### config.mk
export PLATFORM = sky130hd
export DESIGN_NAME = tp_pair
export DESIGN_NICKNAME = d
export VERILOG_FILES = /design/src/rtl/tp_pkg.sv /design/src/rtl/tp_sync.sv /design/src/rtl/tp_flag.sv /design/src/rtl/tp_chan.sv /design/src/rtl/tp_pair.sv
export SDC_FILE = /design/constraint.sdc
export NUM_CORES = 1
export LEC_CHECK = 0
export ABC_AREA = 0
export BUFFER_PORTS_ARGS = -buffer_cell sky130_fd_sc_hd__buf_2
export CORE_MARGIN = 8
export CORE_UTILIZATION = 50
export CTS_CLUSTER_SIZE = 16
export DETAILED_ROUTE_END_ITERATION = 16
export GPL_ROUTABILITY_DRIVEN = 0
export PLACE_DENSITY_LB_ADDON = 0.05
export SLEW_MARGIN = 40
export SYNTH_ARGS = -nofsm -noshare
export SYNTH_HDL_FRONTEND = slang
export SYNTH_SLANG_ARGS = --single-unit
### constraint.sdc
create_clock -name clk -period 2.7 [get_ports clk]
set_input_delay 0.135 -clock clk [delete_from_list [all_inputs] [get_ports clk]]
set_output_delay 0.135 -clock clk [all_outputs]
set_load 0.05 [all_outputs]
### src/rtl/tp_pkg.sv
package tp_pkg;
  typedef enum logic [1:0] {
    MD_13     = 2'd0,
    MD_16     = 2'd1,
    MD_RELOAD = 2'd2,
    MD_SPLIT  = 2'd3
  } tmode_e;

  localparam int          AW     = 3;
  localparam logic [2:0]  A_MODE = 3'd0;
  localparam logic [2:0]  A_CTRL = 3'd1;
  localparam logic [2:0]  A_LO0  = 3'd2;
  localparam logic [2:0]  A_HI0  = 3'd3;
  localparam logic [2:0]  A_LO1  = 3'd4;
  localparam logic [2:0]  A_HI1  = 3'd5;
endpackage

### src/rtl/tp_sync.sv
module tp_sync #(
  parameter int W = 4
) (
  input  logic         clk,
  input  logic         rst,
  input  logic [W-1:0] din,
  output logic [W-1:0] lvl,
  output logic [W-1:0] prv
);
  logic [W-1:0] s1;

  // pins idle high, so reset to 1 avoids a false falling edge
  always_ff @(posedge clk) begin
    if (rst) begin
      s1  <= '1;
      lvl <= '1;
      prv <= '1;
    end else begin
      s1  <= din;
      lvl <= s1;
      prv <= lvl;
    end
  end
endmodule

### src/rtl/tp_flag.sv
module tp_flag (
  input  logic clk,
  input  logic rst,
  input  logic latch_mode,
  input  logic set,
  input  logic lvl_req,
  input  logic ack,
  input  logic sw_we,
  input  logic sw_val,
  output logic q
);
  always_ff @(posedge clk) begin
    if (rst)             q <= 1'b0;
    else if (!latch_mode) q <= lvl_req;
    else if (set)        q <= 1'b1;
    else if (ack)        q <= 1'b0;
    else if (sw_we)      q <= sw_val;
  end
endmodule

### src/rtl/tp_chan.sv
module tp_chan
  import tp_pkg::*;
#(
  parameter bit SPLIT_CAP = 1'b0
) (
  input  logic       clk,
  input  logic       rst,
  input  logic       tick,
  input  logic       ext_fall,
  input  logic       gate_lvl,
  input  logic       run_bit,
  input  logic       gate_en,
  input  logic       count_ext,
  input  logic [1:0] mode,
  input  logic       aux_run,
  input  logic       wr_lo,
  input  logic       wr_hi,
  input  logic [7:0] wdata,
  output logic [7:0] lo_q,
  output logic [7:0] hi_q,
  output logic       ovf,
  output logic       aux_ovf
);
  tmode_e     md;
  logic       step, hstep;
  logic [7:0] lo_n, hi_n;

  assign md    = tmode_e'(mode);
  assign step  = run_bit && (!gate_en || gate_lvl) && (count_ext ? ext_fall : tick);
  assign hstep = SPLIT_CAP && (md == MD_SPLIT) && aux_run && tick;

  always_comb begin
    lo_n    = lo_q;
    hi_n    = hi_q;
    ovf     = 1'b0;
    aux_ovf = 1'b0;
    if (step) begin
      case (md)
        MD_13: begin
          if (lo_q[4:0] == 5'h1f) begin
            lo_n[4:0] = 5'h00;
            hi_n      = hi_q + 8'd1;
            ovf       = (hi_q == 8'hff);
          end else begin
            lo_n[4:0] = lo_q[4:0] + 5'd1;
          end
        end
        MD_16: begin
          {hi_n, lo_n} = {hi_q, lo_q} + 16'd1;
          ovf          = &{hi_q, lo_q};
        end
        MD_RELOAD: begin
          if (lo_q == 8'hff) begin
            lo_n = hi_q;
            ovf  = 1'b1;
          end else begin
            lo_n = lo_q + 8'd1;
          end
        end
        MD_SPLIT: begin
          if (SPLIT_CAP) begin
            lo_n = lo_q + 8'd1;
            ovf  = &lo_q;
          end
        end
        default: ;
      endcase
    end
    if (hstep) begin
      hi_n    = hi_q + 8'd1;
      aux_ovf = &hi_q;
    end
    if (wr_lo) lo_n = wdata;
    if (wr_hi) hi_n = wdata;
  end

  always_ff @(posedge clk) begin
    if (rst) begin
      lo_q <= 8'h00;
      hi_q <= 8'h00;
    end else begin
      lo_q <= lo_n;
      hi_q <= hi_n;
    end
  end
endmodule

### src/rtl/tp_pair.sv
module tp_pair
  import tp_pkg::*;
#(
  parameter int TICK_DIV = 12
) (
  input  logic          clk,
  input  logic          rst,
  input  logic          bus_we,
  input  logic [AW-1:0] bus_addr,
  input  logic [7:0]    bus_wdata,
  output logic [7:0]    bus_rdata,
  input  logic [1:0]    cnt_pin,
  input  logic [1:0]    int_pin,
  input  logic [1:0]    tmr_ack,
  input  logic [1:0]    ext_ack,
  output logic [1:0]    tmr_flag,
  output logic [1:0]    ext_flag
);
  localparam int TW = (TICK_DIV > 1) ? $clog2(TICK_DIV) : 1;

  logic [7:0]      mode_q;
  logic [1:0]      tr_q, it_q;
  logic [3:0]      s_lvl, s_prv;
  logic [1:0]      int_lvl, int_fall, cnt_fall;
  logic [TW-1:0]   tcnt;
  logic            tick, ctrl_we, t0split;
  logic [1:0][7:0] cnt_lo, cnt_hi;
  logic [1:0]      ch_ovf, ch_aux, tf_set;

  tp_sync #(.W(4)) u_sync (
    .clk (clk), .rst (rst), .din ({int_pin, cnt_pin}), .lvl (s_lvl), .prv (s_prv)
  );

  assign int_lvl  = s_lvl[3:2];
  assign int_fall = s_prv[3:2] & ~s_lvl[3:2];
  assign cnt_fall = s_prv[1:0] & ~s_lvl[1:0];

  assign tick = (tcnt == TW'(TICK_DIV - 1));
  always_ff @(posedge clk) begin
    if (rst || tick) tcnt <= '0;
    else             tcnt <= tcnt + 1'b1;
  end

  assign ctrl_we = bus_we && (bus_addr == A_CTRL);
  always_ff @(posedge clk) begin
    if (rst) begin
      mode_q <= 8'h00;
      tr_q   <= 2'b00;
      it_q   <= 2'b00;
    end else begin
      if (bus_we && (bus_addr == A_MODE)) mode_q <= bus_wdata;
      if (ctrl_we) begin
        tr_q <= {bus_wdata[6], bus_wdata[4]};
        it_q <= {bus_wdata[2], bus_wdata[0]};
      end
    end
  end

  for (genvar gi = 0; gi < 2; gi++) begin : g_ch
    localparam logic [2:0] ALO = A_LO0 + 3'(2 * gi);
    localparam logic [2:0] AHI = A_HI0 + 3'(2 * gi);
    tp_chan #(.SPLIT_CAP(gi == 0)) u_ch (
      .clk       (clk),
      .rst       (rst),
      .tick      (tick),
      .ext_fall  (cnt_fall[gi]),
      .gate_lvl  (int_lvl[gi]),
      .run_bit   (tr_q[gi]),
      .gate_en   (mode_q[4*gi+3]),
      .count_ext (mode_q[4*gi+2]),
      .mode      (mode_q[4*gi +: 2]),
      .aux_run   (tr_q[1]),
      .wr_lo     (bus_we && (bus_addr == ALO)),
      .wr_hi     (bus_we && (bus_addr == AHI)),
      .wdata     (bus_wdata),
      .lo_q      (cnt_lo[gi]),
      .hi_q      (cnt_hi[gi]),
      .ovf       (ch_ovf[gi]),
      .aux_ovf   (ch_aux[gi])
    );
  end

  // split mode on channel 0 hands the ovf1 source to its high byte
  assign t0split   = (tmode_e'(mode_q[1:0]) == MD_SPLIT);
  assign tf_set[0] = ch_ovf[0];
  assign tf_set[1] = t0split ? ch_aux[0] : (ch_ovf[1] | ch_aux[1]);

  for (genvar gk = 0; gk < 2; gk++) begin : g_flag
    tp_flag u_tf (
      .clk (clk), .rst (rst), .latch_mode (1'b1), .set (tf_set[gk]),
      .lvl_req (1'b0), .ack (tmr_ack[gk]), .sw_we (ctrl_we),
      .sw_val (bus_wdata[5+2*gk]), .q (tmr_flag[gk])
    );
    tp_flag u_ie (
      .clk (clk), .rst (rst), .latch_mode (it_q[gk]), .set (int_fall[gk]),
      .lvl_req (!int_lvl[gk]), .ack (ext_ack[gk]), .sw_we (ctrl_we),
      .sw_val (bus_wdata[1+2*gk]), .q (ext_flag[gk])
    );
  end

  always_ff @(posedge clk) begin
    if (rst) bus_rdata <= 8'h00;
    else begin
      case (bus_addr)
        A_MODE:  bus_rdata <= mode_q;
        A_CTRL:  bus_rdata <= {tmr_flag[1], tr_q[1], tmr_flag[0], tr_q[0],
                               ext_flag[1], it_q[1], ext_flag[0], it_q[0]};
        A_LO0:   bus_rdata <= cnt_lo[0];
        A_HI0:   bus_rdata <= cnt_hi[0];
        A_LO1:   bus_rdata <= cnt_lo[1];
        A_HI1:   bus_rdata <= cnt_hi[1];
        default: bus_rdata <= 8'h00;
      endcase
    end
  end
endmodule

======== Word level (Yosys, flattened, before mapping) ========
Cells that the tools add are included.
storage, ports and cells
  flip-flop bits (word level) ............. 72
  input bits .............................. 22
  output and inout bits ................... 12
  logic and storage cells ................. 142
cells by class
  add/sub/neg operators ................... 9
  equality and inequality tests ........... 21
  muxes and demuxes ....................... 48
  bitwise operators ....................... 4
  reductions and logical operators ........ 42
operators by type and width
  cell                   count
  $mux 8                 13
  $pmux 8 s6             1
  $add 16x1->16 const B  2
  $add 8x1->8 const B    4
  $eq 8x8->1 const B     4
  $pmux 8 s2             2
  $reduce_and 16->1      2
  $mux 1                 24
  $pmux 5 s4             1
  $reduce_and 8->1       2
  $pmux 5 s3             1
  $reduce_bool 3->1      5
  $logic_and 1x1->1      12
  $reduce_bool 4->1      3
  $add 5x1->5 const B    2
  $eq 5x5->1 const B     2
  $mux 5                 2
  $pmux 3 s3             1
  $ne 4x2->1 const B     2
  $eq 2x2->1 const B     3
  $eq 3x2->1 const B     2
  $eq 3x3->1 const B     2
  $pmux 3 s2             1
  $reduce_and 2->1       3
  other kinds (16)       28

======== Longest topological paths before layout ========
  depth in word-level cells ............... 7
  depth in mapped cells ................... 9
  gate-level depth less buffers ........... 9

======== By module ========
Synthesis repeated with hierarchy kept, for this count alone.
second synthesis, totals
  cell total of the unflattened synthesis .. 590
  area, all modules ....................... 4813.4 um^2
by module, submodules not included
  module                  times used  cells each  area each (um^2)  seq. area each (um^2)
  tp_chan (g_ch[1].u_ch)  1           201         1527.7            320.3
  tp_chan (g_ch[0].u_ch)  1           180         1406.3            320.3
  tp_pair                 1           160         1353.8            480.5
  tp_sync                 1           25          320.3             240.2
  tp_flag                 4           6           51.3              20.0

======== Worst setup path after synthesis ========
No wires, ideal clock.
  path type ............................... flip-flop to flip-flop
  start ................................... reg g_ch[1].u_ch.lo_q[1]
  end ..................................... reg g_ch[1].u_ch.hi_q[4]
  setup time .............................. 91 ps
  data arrival time ....................... 1922 ps
  data required time ...................... 2609 ps
  path slack .............................. 687 ps
  stages on the path, launching flop included .. 8
  path buffers ............................ 0
  clock period less this slack ............ 2013 ps
  cells stage by stage .................... dfxtp_1 -> ha_1 -> and3_1 -> ha_1 -> mux2_2 -> nand3_1 -> or3_1 -> a311oi_1
between the ends
  cells in the longest elaborated chain, start to end .. 4
  elaborated cells on any way between the ends .. 7
  those cells by class .................... add/sub (1); eq/ne (2); mux (3); reduce/logical (1)
RTL lines
  element                   line           text
  start: declaration        tp_chan.sv:19  output logic [7:0] lo_q,
  start signal: assignment  tp_chan.sv:82  lo_q <= lo_n;
  $add 16x1->16             tp_chan.sv:49  {hi_n, lo_n} = {hi_q, lo_q} + 16'd1;
  $pmux 8 s2                tp_chan.sv:38  case (md)
  $mux 8                    tp_chan.sv:37  if (step) begin
  $mux 8                    tp_chan.sv:74  if (wr_hi) hi_n = wdata;
  end signal: assignment    tp_chan.sv:83  hi_q <= hi_n;
  end: declaration          tp_chan.sv:20  output logic [7:0] hi_q,
Parallel ways exist; a longest one is shown, timed or not. The select of a mux whose other input is x is not followed.
A chain may end at the register's enable or synchronous reset.

======== Final worst setup path ========
Ends and elaborated chain as after synthesis.

==> key figures <==
Floorplan
  – IO Count: 34
  – Row count: 34
  – Core Region: between 8000 and 9000 sq um
  – Die W: 109 microns
  – Die ar.: roughly 12,000 sq um
  – Die H: 109 microns
  – Initial Utilization: roughly 51%

Worst setup path
  – Register-to-Register Path Depth: 7
  – Crit-path cells: ha_1 > and3_1 > ha_1 > mux2_2 > nand3_1 > or3_1 > a311oi_1
  – CP arrival: 2660 ps
  – Crit path max fanout: 6
  – CP endpoint kind: flip-flop
  – Critical-path top delay cell: dfxtp_1
  – CP Launch Point: g_ch[1].u_ch.lo_q[1]
  – Startpoint Class: flip-flop
  – Top cell by count, worst path: ha_1
  – Critical Path RT: around 3000 ps
  – Worst r2r src: g_ch[1].u_ch.lo_q[1]
  – Crit Path Class: reg2reg
  – Worst R2R Setup Slack: roughly 320 ps
  – Reg-to-reg endpoint: g_ch[1].u_ch.hi_q[4]
  – Max incr delay on CP: roughly 460 ps

Synthesis
  – Unique masters post-synth: between 60 and 70
  – Syn Area/Cell: a little under 8 sq um
  – Cell area after synthesis: between 4000 and 5000 sq um
  – Post-Syn Instances: ~550
  – Synthesis Warnings: 0
  – Area contributors post-synth: dfxtp_1 33%, nand2_1 6.4%, nor2_1 5.0%
  – Cell taking the most area after synthesis: dfxtp_1
  – Number of synthesized flops with an enable pin: 0
  – Sequential share of the synthesized area: between 30 and 40%
  – Predominant post-synthesis flop cell: dfxtp_1
  – Top-area cell type share of the netlist area: 33.3%
  – Yosys reg bits: just over 70
  – Syn Nets: slightly below 600
  – Asr flop ratio synth: 0%

Run status
  – Status: complete, no violations

Timing
  – Min Tclk post-route: 2380 ps
  – Max-slew headroom: a little under three fifths
  – Worst-margin pin slew: between 600 and 700 ps
  – Tcrit/Tclk final: roughly nine tenths
  – F_max: approximately 420 MHz
  – RSZ-0062 raised after global routing: no
  – Final setup TNS: 0 ps
  – Final hold violation count: 0
  – Final setup fails: 0
  – Clk_skew: about 9 ps
  – Slew Limit Fails: 0

Layout
  – Final Cell Area: ~4800 sq um
  – Area Overhead vs Synth: 10.9%
  – Layout cells sized above 1: between 15 and 20%
  – Nets: 601
  – Ant diodes: 0

Clock network
  – Post_cts resized: 0
  – Inserted Clock Buffers: 9
  – Clock sink total: between 70 and 80
  – Clk root buf: clkbuf_8
  – Setup bufs post-CTS: 0
  – CTS tree: yes
  – CTS Buffer Depth: 2
  – H-tree levels: 3
  – Worst skew pair latency: roughly 370 ps
  – Worst-path clk slew: 80 ps

Pwr
  – PwrDens: 496 nW/um^2
  – Clk pwr share: between 40% and 50%
  – Static leakage: between 1.5 and 2 nW
  – Peak VDD IR: between 0.4 and 0.5 mV
  – Sw Pwr: between 600 and 700 uW
  – Sw Share: 27.4%
  – Internal: around 1.7 mW
  – Reg power frac: 47.7%
  – Gate power share: 10.1%

Global route
  – Total GRT Usage: 23.0%
  – Grt ovf: 0
  – Largest net degree at the start of global routing: 34
  – First-pass GRT wire length: 21,100 microns
  – Initial antenna violation count: 0
  – Number of global-route vias before repair: between 3,000 and 4,000

Place
  – Post-placement cell area: ~4500 sq um
  – Detailed Place HPWL: around 9500 microns
  – IO buf count: 33

Job
  – Maxcap violations: 0

Routing
  – Routed len/inst: roughly 20 microns
  – Initial drt markers: 392
  – Via count: 4,269
  – Remaining DRCs: 0
  – DRT Wirelength: 13,400 microns
  – Mean number of vias per cell: between 6 and 7
  – Antenna-violating nets left: 0
  – DRT Pass-1 Iters: 5

Hold path
  – HP Start: ext_ack[0]
  – Worst hold path depth: 4
  – Worst Hold Endpoint: g_flag[0].u_ie.q
  – Worst Hold Class: in2reg
==> critical path, delay by kind of cell (launching register included) <==
kind	cells	cell delay [ps]
fa+ha+maj	2	550
flops	1	460
compound gates	1	260
mux	1	260
simple gates	3	760
==> synthesized netlist by cell type, drive strengths merged, types with 5 or more instances <==
cell type,instances
o22ai,5
a31oi,7
dfxtp,72
nand4,12
nor3,11
xor2,7
a211oi,11
nand3,22
a21oi,41
nand2,74
mux2i,18
nor2b,6
buf,19
a22oi,7
or2,13
o21ai,25
inv,16
mux2,5
nor2,58
ha,11
xnor2,7
clkbuf,17
a221oi,7
o211ai,8
and3,7
==> metrics by stage <==
step                      util (%)  worst slack (ps)  power (mW)  hold slack (ps)  instances
after floorplan                  -               687        1.30              239        547
after global placement        52.9               530        1.39              322        661
after global routing          56.1               159        2.46             66.5        681
after detailed placement      52.9               405        1.39              322        661
after CTS                     56.1               387        2.39             31.6        681
final                         56.1               321        2.38             44.3        681
==> layout make-up <==
cell class                      count  area, sq um
Clock buffer                       10          138
Clock inverter                      6         92.6
Fill cell                         814         3750
Inverter                           17         63.8
Multi-Input combinational cell    422         2650
Sequential cell                    72         1440
Tap cell                          108          135
Timing Repair Buffer               46          273
==> logic make-up (layout without fill, tap and decap cells) <==
group	after synthesis	after routing	synth area share, %
AND/OR/NAND/NOR	229	229	26.1
flip-flops	72	72	33.3
multiplexers	24	24	5.99
buffers and inverters	53	79	5.44
adder cells (fa/ha/maj)	11	11	3.18
XOR/XNOR	14	14	2.83
AO/OA/AOI/OAI	144	144	23.2
==> flip-flops by register name, indices dropped and copies added (netlist names) <==
signal,count
g_ch.u_ch.lo_q,16
u_sync.s1,4
mode_q,8
tr_q,2
u_sync.lvl,4
g_flag.u_ie.q,2
g_flag.u_tf.q,2
u_sync.prv,4
it_q,2
tcnt,4
bus_rdata,8
g_ch.u_ch.hi_q,16
==> what timing repair did <==
item | CTS | global route
hold buffers | 4 | 0
hold endpoints to repair | 4 | 0
setup endpoints to repair | 0 | 0
==> cell usage in the layout (no fill, tap or decap), types with 8 or more instances in the layout <==
| cell type | synthesis | final |
|---|---|---|
| o21ai_0 | 24 | 24 |
| o211ai_1 | 8 | 8 |
| dfxtp_1 | 72 | 72 |
| nor2_1 | 58 | 58 |
| a211oi_1 | 10 | 10 |
| buf_2 | 10 | 33 |
| nand4_1 | 10 | 10 |
| or2_2 | 12 | 12 |
| buf_4 | 6 | 9 |
| inv_1 | 16 | 16 |
| ha_1 | 11 | 11 |
| nand2_1 | 74 | 74 |
| mux2i_1 | 18 | 18 |
| a21oi_1 | 41 | 41 |
| nand3_1 | 22 | 22 |
| nor3_1 | 9 | 8 |
| clkbuf_8 | 0 | 10 |
==> power groups by stage <==
stage | combinational [mW] | clock [mW] | sequential (mW)
2_1_floorplan | 0.144 | 0 | 1.16
3_3_place_gp | 0.230 | 0 | 1.16
3_5_place_dp | 0.232 | 0 | 1.16
4_1_cts | 0.237 | 1.02 | 1.13
5_1_grt | 0.260 | 1.06 | 1.14
6_report | 0.241 | 1.00 | 1.13
==> per-layer routing <==
metal	vias up	GRT usage [%]	routed length, microns
met5	-	0	0
met2	184	33.3	5720
li1	2025	-	-
met3	45	4.67	963
met1	2015	31.7	6150
met4	0	11.5	543
==> worst max-delay path by stage <==
stage                      endpoint  slack (ps)  cells after the start
2_1_floorplan  g_ch[1].u_ch.hi_q[4]         690                      7
3_3_place_gp   g_ch[0].u_ch.hi_q[6]         530                      7
3_5_place_dp   g_ch[1].u_ch.hi_q[4]         400                      7
4_1_cts        g_ch[1].u_ch.hi_q[4]         390                      7
5_1_grt        g_ch[1].u_ch.hi_q[4]         160                      7
6_report       g_ch[1].u_ch.hi_q[4]         320                      7
Power figures use the tool's default switching activity.
